## src/rtl/frnd_pkg.sv

```systemverilog
`timescale 1ns/1ps
package frnd_pkg;

   typedef enum logic [1:0] {
      RM_NEAR = 2'd0,
      RM_ZERO = 2'd1,
      RM_UP   = 2'd2,
      RM_DOWN = 2'd3
   } frnd_mode_e;

   // exception bit positions shared by flags, traps and trap enables
   localparam int XI_INX = 0;
   localparam int XI_UNF = 1;
   localparam int XI_OVF = 2;
   localparam int XI_INV = 3;
   localparam int XI_N   = 4;

   // decide whether the kept part moves one unit away from zero
   function automatic logic rnd_up(frnd_mode_e mode, logic sign, logic lsb,
                                   logic g, logic s);
      logic r;
      case (mode)
         RM_NEAR: r = g & (s | lsb);
         RM_UP:   r = ~sign & (g | s);
         RM_DOWN: r = sign & (g | s);
         default: r = 1'b0;
      endcase
      return r;
   endfunction

endpackage

```

## src/rtl/frnd_incr.sv

```systemverilog
`timescale 1ns/1ps
module frnd_incr
   import frnd_pkg::*;
#(
   parameter int W = 52
) (
   input  frnd_mode_e   mode,
   input  logic         sign,
   input  logic         en,
   input  logic         g,
   input  logic         s,
   input  logic [W-1:0] sig,
   output logic [W:0]   nxt
);
   logic bump;

   always_comb begin
      bump = en & rnd_up(mode, sign, sig[0], g, s);
      nxt  = {1'b0, sig} + {{W{1'b0}}, bump};
   end
endmodule

```

## src/rtl/frnd_denorm.sv

```systemverilog
`timescale 1ns/1ps
module frnd_denorm #(
   parameter int SIG_W  = 53,
   parameter int SH_MAX = SIG_W + 2,
   parameter int SH_W   = $clog2(SH_MAX + 1)
) (
   input  logic [SIG_W-1:0] sig,
   input  logic             g_in,
   input  logic             s_in,
   input  logic [SH_W-1:0]  sh,
   output logic [SIG_W-1:0] frac,
   output logic             g_out,
   output logic             s_out
);
   localparam int EXT_W = SIG_W + SH_MAX;

   logic [EXT_W-1:0] ext;
   logic [EXT_W-1:0] shifted;

   always_comb begin
      ext     = {sig, {SH_MAX{1'b0}}};
      shifted = ext >> sh;
      frac    = shifted[EXT_W-1 -: SIG_W];
      g_out   = shifted[SH_MAX-1];
      s_out   = (|shifted[SH_MAX-2:0]) | g_in | s_in;
   end
endmodule

```

## src/rtl/frnd_ovf_pick.sv

```systemverilog
`timescale 1ns/1ps
module frnd_ovf_pick
   import frnd_pkg::*;
#(
   parameter int EXP_W  = 11,
   parameter int FRAC_W = 52
) (
   input  frnd_mode_e               mode,
   input  logic                     sign,
   output logic [EXP_W+FRAC_W:0]    word
);
   logic to_inf;

   always_comb begin
      to_inf = (mode == RM_NEAR) |
               ((mode == RM_UP)   & ~sign) |
               ((mode == RM_DOWN) &  sign);
      if (to_inf)
         word = {sign, {EXP_W{1'b1}}, {FRAC_W{1'b0}}};
      else
         word = {sign, {(EXP_W-1){1'b1}}, 1'b0, {FRAC_W{1'b1}}};
   end
endmodule

```

## src/rtl/frnd_unit.sv

```systemverilog
`timescale 1ns/1ps
module frnd_unit
   import frnd_pkg::*;
#(
   parameter int EXP_W   = 11,
   parameter int FRAC_W  = 52,
   parameter int IEXP_W  = 14,
   parameter int OUT_REG = 1
) (
   input  logic                      clk,
   input  logic                      rst_n,
   input  logic                      in_valid,
   input  logic                      in_sign,
   input  logic [IEXP_W-1:0]         in_exp,
   input  logic [FRAC_W:0]           in_sig,
   input  logic                      in_guard,
   input  logic                      in_sticky,
   input  logic                      in_invalid,
   input  logic [1:0]                in_rmode,
   input  logic [3:0]                in_trap_en,
   output logic                      out_valid,
   output logic [EXP_W+FRAC_W:0]     out_result,
   output logic [3:0]                out_flags,
   output logic [3:0]                out_trap
);
   localparam int SIG_W  = FRAC_W + 1;
   localparam int WORD_W = 1 + EXP_W + FRAC_W;
   localparam int EMAX   = (1 << EXP_W) - 1;
   localparam int WRAP   = 3 << (EXP_W - 2);
   localparam int SH_MAX = SIG_W + 2;
   localparam int SH_W   = $clog2(SH_MAX + 1);
   localparam int XW     = IEXP_W + 2;

   localparam logic [WORD_W-1:0] QNAN =
      {1'b0, {EXP_W{1'b1}}, 1'b1, {(FRAC_W-1){1'b0}}};

   // elaboration-time parameter checks
   if (EXP_W < 3) begin : g_bad_exp
      $error("frnd_unit: EXP_W must be at least 3");
   end
   if (FRAC_W < 2) begin : g_bad_frac
      $error("frnd_unit: FRAC_W must be at least 2");
   end
   if (IEXP_W < EXP_W + 2) begin : g_bad_iexp
      $error("frnd_unit: IEXP_W must exceed EXP_W by 2");
   end

   frnd_mode_e mode;
   logic signed [XW-1:0] ex;
   logic signed [XW-1:0] er;
   logic signed [XW-1:0] er_ovw;
   logic signed [XW-1:0] er_unw;
   logic signed [XW-1:0] sh_full;
   logic [SH_W-1:0]      sh;
   logic                 in_inexact;
   logic                 nrm_en;
   logic [FRAC_W:0]      nxt_n;
   logic                 trial_en;
   logic                 tiny;
   logic                 ovf;
   logic                 unf;
   logic [SIG_W-1:0]     dn_frac;
   logic                 dn_g;
   logic                 dn_s;
   logic                 dn_inexact;
   logic [SIG_W:0]       dn_nxt;
   logic [WORD_W-1:0]    ovf_word;

   logic [WORD_W-1:0]    res_c;
   logic [3:0]           flg_c;
   logic [3:0]           trp_c;
   logic                 inx_c;

   assign mode       = frnd_mode_e'(in_rmode);
   assign ex         = XW'($signed(in_exp));
   assign in_inexact = in_guard | in_sticky;
   assign nrm_en     = in_inexact & ((ex > 0) | in_trap_en[XI_UNF]);

   // normal-range rounding acts on the fraction; its carry is the binade step
   frnd_incr #(.W(FRAC_W)) u_rnd_norm (
      .mode (mode),
      .sign (in_sign),
      .en   (nrm_en),
      .g    (in_guard),
      .s    (in_sticky),
      .sig  (in_sig[FRAC_W-1:0]),
      .nxt  (nxt_n)
   );

   assign er     = ex + XW'(nxt_n[FRAC_W]);
   assign er_ovw = er - XW'(WRAP);
   assign er_unw = er + XW'(WRAP);
   assign ovf    = (er >= XW'(EMAX));
   assign unf    = (er <= 0);

   // tininess after rounding: trial increment with an unbounded exponent
   assign trial_en = in_inexact & (ex == 0);
   assign tiny     = ~(trial_en & (&in_sig) &
                       rnd_up(mode, in_sign, in_sig[0], in_guard, in_sticky));

   // denormalization shift amount, saturated once everything is sticky
   assign sh_full = XW'(1) - ex;
   assign sh      = (sh_full > XW'(SH_MAX)) ? SH_W'(SH_MAX) : sh_full[SH_W-1:0];

   frnd_denorm #(.SIG_W(SIG_W), .SH_MAX(SH_MAX), .SH_W(SH_W)) u_denorm (
      .sig   (in_sig),
      .g_in  (in_guard),
      .s_in  (in_sticky),
      .sh    (sh),
      .frac  (dn_frac),
      .g_out (dn_g),
      .s_out (dn_s)
   );

   assign dn_inexact = dn_g | dn_s;

   frnd_incr #(.W(SIG_W)) u_rnd_sub (
      .mode (mode),
      .sign (in_sign),
      .en   (dn_inexact),
      .g    (dn_g),
      .s    (dn_s),
      .sig  (dn_frac),
      .nxt  (dn_nxt)
   );

   frnd_ovf_pick #(.EXP_W(EXP_W), .FRAC_W(FRAC_W)) u_ovf (
      .mode (mode),
      .sign (in_sign),
      .word (ovf_word)
   );

   // exception resolution
   always_comb begin
      res_c = {in_sign, er[EXP_W-1:0], nxt_n[FRAC_W-1:0]};
      flg_c = '0;
      trp_c = '0;
      inx_c = in_inexact;
      if (in_invalid) begin
         res_c = QNAN;
         inx_c = 1'b0;
         if (in_trap_en[XI_INV]) trp_c[XI_INV] = 1'b1;
         else                    flg_c[XI_INV] = 1'b1;
      end else if (ovf) begin
         if (in_trap_en[XI_OVF]) begin
            res_c = {in_sign, er_ovw[EXP_W-1:0], nxt_n[FRAC_W-1:0]};
            trp_c[XI_OVF] = 1'b1;
         end else begin
            res_c = ovf_word;
            flg_c[XI_OVF] = 1'b1;
            inx_c = 1'b1;
         end
      end else if (unf) begin
         if (in_trap_en[XI_UNF]) begin
            res_c = {in_sign, er_unw[EXP_W-1:0], nxt_n[FRAC_W-1:0]};
            trp_c[XI_UNF] = 1'b1;
         end else begin
            res_c = {in_sign, {(EXP_W-2){1'b0}}, dn_nxt};
            inx_c = dn_inexact;
            if (dn_inexact & tiny) flg_c[XI_UNF] = 1'b1;
         end
      end
      if (inx_c) begin
         if (in_trap_en[XI_INX]) trp_c[XI_INX] = 1'b1;
         else                    flg_c[XI_INX] = 1'b1;
      end
   end

   if (OUT_REG != 0) begin : g_oreg
      always_ff @(posedge clk or negedge rst_n) begin
         if (!rst_n) begin
            out_valid  <= 1'b0;
            out_result <= '0;
            out_flags  <= '0;
            out_trap   <= '0;
         end else begin
            out_valid  <= in_valid;
            out_result <= in_valid ? res_c : '0;
            out_flags  <= in_valid ? flg_c : '0;
            out_trap   <= in_valid ? trp_c : '0;
         end
      end
   end else begin : g_comb
      assign out_valid  = in_valid;
      assign out_result = in_valid ? res_c : '0;
      assign out_flags  = in_valid ? flg_c : '0;
      assign out_trap   = in_valid ? trp_c : '0;
   end

endmodule

```

## config.mk

```make
export PLATFORM = sky130hd
export DESIGN_NAME = frnd_unit
export DESIGN_NICKNAME = d
export VERILOG_FILES = /design/src/rtl/frnd_pkg.sv /design/src/rtl/frnd_incr.sv /design/src/rtl/frnd_denorm.sv /design/src/rtl/frnd_ovf_pick.sv /design/src/rtl/frnd_unit.sv
export SDC_FILE = /design/constraint.sdc
export NUM_CORES = 1
export LEC_CHECK = 0
export ABC_CLOCK_PERIOD_IN_PS = 1000
export BUFFER_PORTS_ARGS = -buffer_cell sky130_fd_sc_hd__clkbuf_2
export CAP_MARGIN = 5
export CORE_ASPECT_RATIO = 1.75
export CORE_MARGIN = 3
export CORE_UTILIZATION = 45
export CTS_CLUSTER_DIAMETER = 100
export DETAILED_ROUTE_END_ITERATION = 10
export GPL_TIMING_DRIVEN = 0
export PLACE_DENSITY = 0.67
export RECOVER_POWER = 100
export SYNTH_ARGS = -nofsm -noshare
export SYNTH_HDL_FRONTEND = slang
export SYNTH_SLANG_ARGS = --single-unit
```

## constraint.sdc

```tcl
create_clock -name clk -period 1 [get_ports clk]
set_clock_uncertainty 0.05 [all_clocks]
set_input_delay 0.05 -clock clk [delete_from_list [all_inputs] [get_ports clk]]
set_output_delay 0.05 -clock clk [all_outputs]
set_load 0.005 [all_outputs]
```

==> metrics.txt, run 1 <==
status did not finish; Fail Step global routing; first error [ERROR GRT-0116] Global routing finished with congestion. Check the congestion regions in the DRC Viewer.; syn avg cell area 7.14 um^2; port buffer count about 110; die width around 130 um; global-route usage over all layers 0.761; Post-synth EDFFs 0; GP Congestion 1.16; Die H about 220 um; root buffer cell clkbuf_16; CTS sink cnt 73; syn nets roughly 1.8k; synthesized netlist cell count roughly 1.7k; # H-tree levels 3; grt ovf about 260; Synth warnings 0; count of unique library cells instantiated by Yosys 95; largest net degree at the start of global routing between 70 and 80; Async SR Flop Fraction 1.00; # rows 79; # IOs 153; synthesized cell area 0.0123 mm^2; total CTS buffers 9; Synth Flop Type dfrtp_1; dominant cells by area after synthesis dfrtp_1 15%, mux2i_1 6.1%, nor2_1 5.7%; Detail Placement HPWL 64.7 mm; Initial Utilization 0.459; synthesized flop and latch total 73; Longest Clk Path Bufs 2; first-pass GRT wire length between 150 and 200 mm; Post-DP Area between 0.01 and 0.015 mm^2; top cell type by total area after synthesis dfrtp_1; vias in the first global route roughly 22k; post-synthesis sequential area ratio 0.149; Synth top area share 0.149
==> through the flow <==
step           setup WS, ns  cells   util  hold slack [ns]
2_1_floorplan         -4.51   1722      -           -0.296
3_3_place_gp          -7.70   2200  0.526            0.168
3_5_place_dp          -7.67   2200  0.526            0.193
4_1_cts               -4.81   2404  0.668           -0.156
==> repair_timing <==
action | CTS
gates cloned | 4
setup buffers | 185
hold buffers | 4
endpoints found under the setup margin | 69
pin swaps | 123
endpoints found under the hold margin | 79
gates resized for setup | 407
==> kinds of logic after synthesis <==
kind of cell	after synthesis	share of synthesized area
buffers and inverters	202	0.0689
multiplexers	117	0.121
AND/OR/NAND/NOR	716	0.292
XOR/XNOR	95	0.0677
AO/OA/AOI/OAI	507	0.289
adder cells (fa/ha/maj)	12	0.0122
flip-flops	73	0.149
==> per-layer routing <==
metal,GRT usage,GRT overflow
met3,0.612,8
met4,0.755,104
met2,0.914,148
met5,0.175,0
met1,0.769,4
==> cell usage after synthesis, drive strengths merged, types with 46 or more instances <==
library cell    n
nor2          188
nand2         163
clkbuf        120
o21ai         111
a21oi         101
nor3           87
mux2i          75
dfrtp          73
xnor2          56
nand3          55
buf            52
nor4           47
a221oi         46
==> inputs of run 2 (changes only) <==
--- a/config.mk
+++ b/config.mk
@@ -8,13 +8,11 @@
 export ABC_CLOCK_PERIOD_IN_PS = 1000
 export BUFFER_PORTS_ARGS = -buffer_cell sky130_fd_sc_hd__clkbuf_2
 export CAP_MARGIN = 5
-export CORE_ASPECT_RATIO = 1.75
 export CORE_MARGIN = 3
-export CORE_UTILIZATION = 45
-export CTS_CLUSTER_DIAMETER = 100
+export CORE_UTILIZATION = 30
 export DETAILED_ROUTE_END_ITERATION = 10
 export GPL_TIMING_DRIVEN = 0
-export PLACE_DENSITY = 0.67
+export PLACE_DENSITY_LB_ADDON = 0.15
 export RECOVER_POWER = 100
 export SYNTH_ARGS = -nofsm -noshare
 export SYNTH_HDL_FRONTEND = slang
==> metrics.txt, run 2 <==
status finished, violations left; violated checks negative setup slack; Req. time, crit path between 1 and 1.5 ns; fmax between 150 and 200 MHz; Switching Share 0.487; crit-path leading delay family buffers and inverters; Post-synth EDFFs 0 (unchanged); DP Cell Count 2364 (+7.5%); combinational fraction of design power 0.636; DRT antenna net count 0; power density over the cells ~910 mW/mm^2; CTS sink cnt 73 (unchanged); total wire length approximately 93 mm; Setup WS post-layout -5.00 ns; synthesized flop and latch total 73 (unchanged); RSZ-0062 raised after global routing yes; global-route usage over all layers 0.406; synthesized netlist cell count 1722 (unchanged); commonest cells after routing, fill and taps aside 187 x buf_4, 159 x nor2_1, 139 x nand2_1, 106 x clkbuf_1, 87 x clkbuf_2; # setup viols final approximately 130; main combinational cell family by area after synthesis simple AND/OR/NAND/NOR gates; minimum clock period 6.00 ns; Net Sw Power approximately 8.6 mW; die width 208 um (+59%); Clk pwr share 0.184; internal power about 9 mW; routed len/inst 35.7 um; Peak VDD IR approximately 0.00063 V; grt ovf 0; Longest Clk Path Bufs 2 (unchanged); # IOs 153 (unchanged); worst hold stages 3; Crit path top cell by count clkbuf_16; # rows 73 (-7.6%); DR iter-0 viols between 2k and 2.5k; CP startpoint kind input port; max reg flops 64; DRC 0; root buffer cell clkbuf_16; Synth top area share 0.149 (unchanged); port buffer count 114 (unchanged); filler cell count 4058; GP Congestion 1.04 (-11%); total CTS buffers 9 (unchanged); Synth warnings 0 (unchanged); Synth Area in Compound Gates 0.289 (unchanged); largest net degree at the start of global routing 65; register area between 0.0015 and 0.002 mm^2; Die H 208 um (-7.2%); mux cell area share after synthesis 0.121 (unchanged); CP max-delay cell nor2_2; vias in the first global route between 15k and 20k; P&R area growth vs syn 56.5%; largest registers out_result (64), out_flags (4), out_trap (4); xor/xnor cell area share of the yosys netlist 0.0677 (unchanged); relative slew slack 0.167; part of the power in registers 0.180; DR vias between 15k and 20k; synthesized cell area 0.0123 mm^2 (unchanged); Adder-Cell Fraction of Synth Area 0.0122 (unchanged); Setup WS pre-CTS -7.72 ns (-0.0492 ns); dominant cells by area after synthesis dfrtp_1 15%, mux2i_1 6.1%, nor2_1 5.7%; Post-DP Area 0.0144 mm^2 (+1.9%); critical path arrival 6.19 ns; syn avg cell area 7.14 um^2 (unchanged); beginning of the worst hold path in_trap_en[2]; hold endpoint out_trap[2]$_DFF_PN0_; most common cell in the netlist nor2_1; Final period util 6.00; Initial Utilization 0.307 (-0.152); post-synthesis sequential area ratio 0.149 (unchanged); first-pass GRT wire length ~130 mm; largest fanout on the critical path 10; Async SR Flop Fraction 1.00 (unchanged); die area 0.0435 mm^2; Synth Flop Type dfrtp_1; worst-margin pin slew between 1 and 1.5 ns; Clock Pin Slew Worst Setup and Hold Paths ~0.06 ns; DR vias/cell ~6.7; most common cell after layout, fill and taps aside buf_4; Detailed Routing Iterations Pass 1 5; Multi-input gate area about 0.012 mm^2; Hold WS between 0.0015 and 0.002 ns; Reg with most FFs out_result; CTS tree done; most frequent cells after synthesis 188 x nor2_1, 159 x nand2_1, 118 x clkbuf_1; Hold Crit Class input port to flop; initial antenna violation count 1; CP bufs+invs 12; top cell type by total area after synthesis dfrtp_1; slowest stage delay, CP 0.40 ns; Worst setup EP type flop; leakage power 7.20 nW; core area between 0.04 and 0.05 mm^2; final cell area excluding filler cells 0.0192 mm^2; Layout Cells excl Fill between 2k and 3k; Max Cap Violations 0; fin. max-slew vios 0; worst setup path class input port to flop; syn nets 1814 (unchanged); count of unique library cells instantiated by Yosys 95 (unchanged); Final Hold Fails 0; Post-Synth Simple-Gate Area 0.292 (unchanged); fraction of layout cells with a size suffix above 1 0.397; # H-tree levels 3 (unchanged); nets@finish 2171; Detail Placement HPWL 70.2 mm (+8.6%)
## run 2: routing by layer
layer	track usage	share of wire
met5	0	0
met4	0.261	0.085
met3	0.0725	0.094
met2	0.631	0.43
met1	0.518	0.39
## run 2: logic make-up (layout without fill, tap and decap cells)
| family | Yosys count | after routing |
|---|---|---|
| xor+xnor | 95 | 95 |
| simple gates | 716 | 716 |
| fa+ha+maj | 12 | 12 |
| mux | 117 | 117 |
| buf+inv | 202 | 563 |
| flops | 73 | 73 |
| compound gates | 507 | 507 |
| other cells | 0 | 2 |
## run 2: how the worst max path moves through the flow
stage	from	end	slack [ns]	cells after the start
after detailed placement	in_exp[1]	out_result[18]$_DFF_PN0_	-7.72	33
final	in_exp[1]	out_result[40]$_DFF_PN0_	-5.00	32
after global placement	in_exp[1]	out_result[18]$_DFF_PN0_	-8.03	33
after floorplan	in_exp[1]	out_result[44]$_DFF_PN0_	-4.51	33
after CTS	in_exp[1]	out_result[40]$_DFF_PN0_	-4.89	35
after global routing	in_exp[1]	out_result[34]$_DFF_PN0_	-5.18	37
## run 2: final cells by class
class | count | share of cell area
Sequential cell | 73 | 0.0949
Buffer | 166 | 0.0786
Inverter | 30 | 0.00624
Tap cell | 525 | 0.0341
Timing Repair Buffer | 352 | 0.140
Multi-Input combinational cell | 1447 | 0.630
Clock buffer | 9 | 0.0117
Clock inverter | 6 | 0.00351
Antenna cell | 2 | 0.000260
## run 2: repair_timing
action / CTS / global route
resized for setup: 377 / 219
endpoints found under the setup margin: 69 / 69
buffers inserted: 160 / 73
pin swaps: 111 / 139
endpoints found under the hold margin: 79 / 0
gates cloned: 4 / 1
hold buffers: 4 / 0
## run 2: per-stage QoR
step | power, mW | setup TNS [ns] | utilization
CTS | 16.4 | -301.60 | 0.444
finish | 17.6 | -310.97 | 0.480
floorplan | 7.91 | -288.28 | -
global placement | 11.4 | -532.88 | 0.356
global route | 17.9 | -334.03 | 0.480
detailed placement | 11.4 | -466.48 | 0.358
## run 2: power groups by stage
stage	clock [mW]	sequential, mW	combinational [mW]
3_3_place_gp	0	3.21	8.20
3_5_place_dp	0	3.22	8.14
6_report	3.24	3.16	11.2
4_1_cts	3.31	3.16	9.90
5_1_grt	3.42	3.17	11.4
2_1_floorplan	0	3.23	4.68
## run 2: tightest hold or removal path, delay by kind of cell
| family | cells | cell delay (ns) |
|---|---|---|
| and+or+nand+nor | 2 | 0.18 |
| buffers and inverters | 1 | 0.14 |
Power figures use the tool's default switching activity.
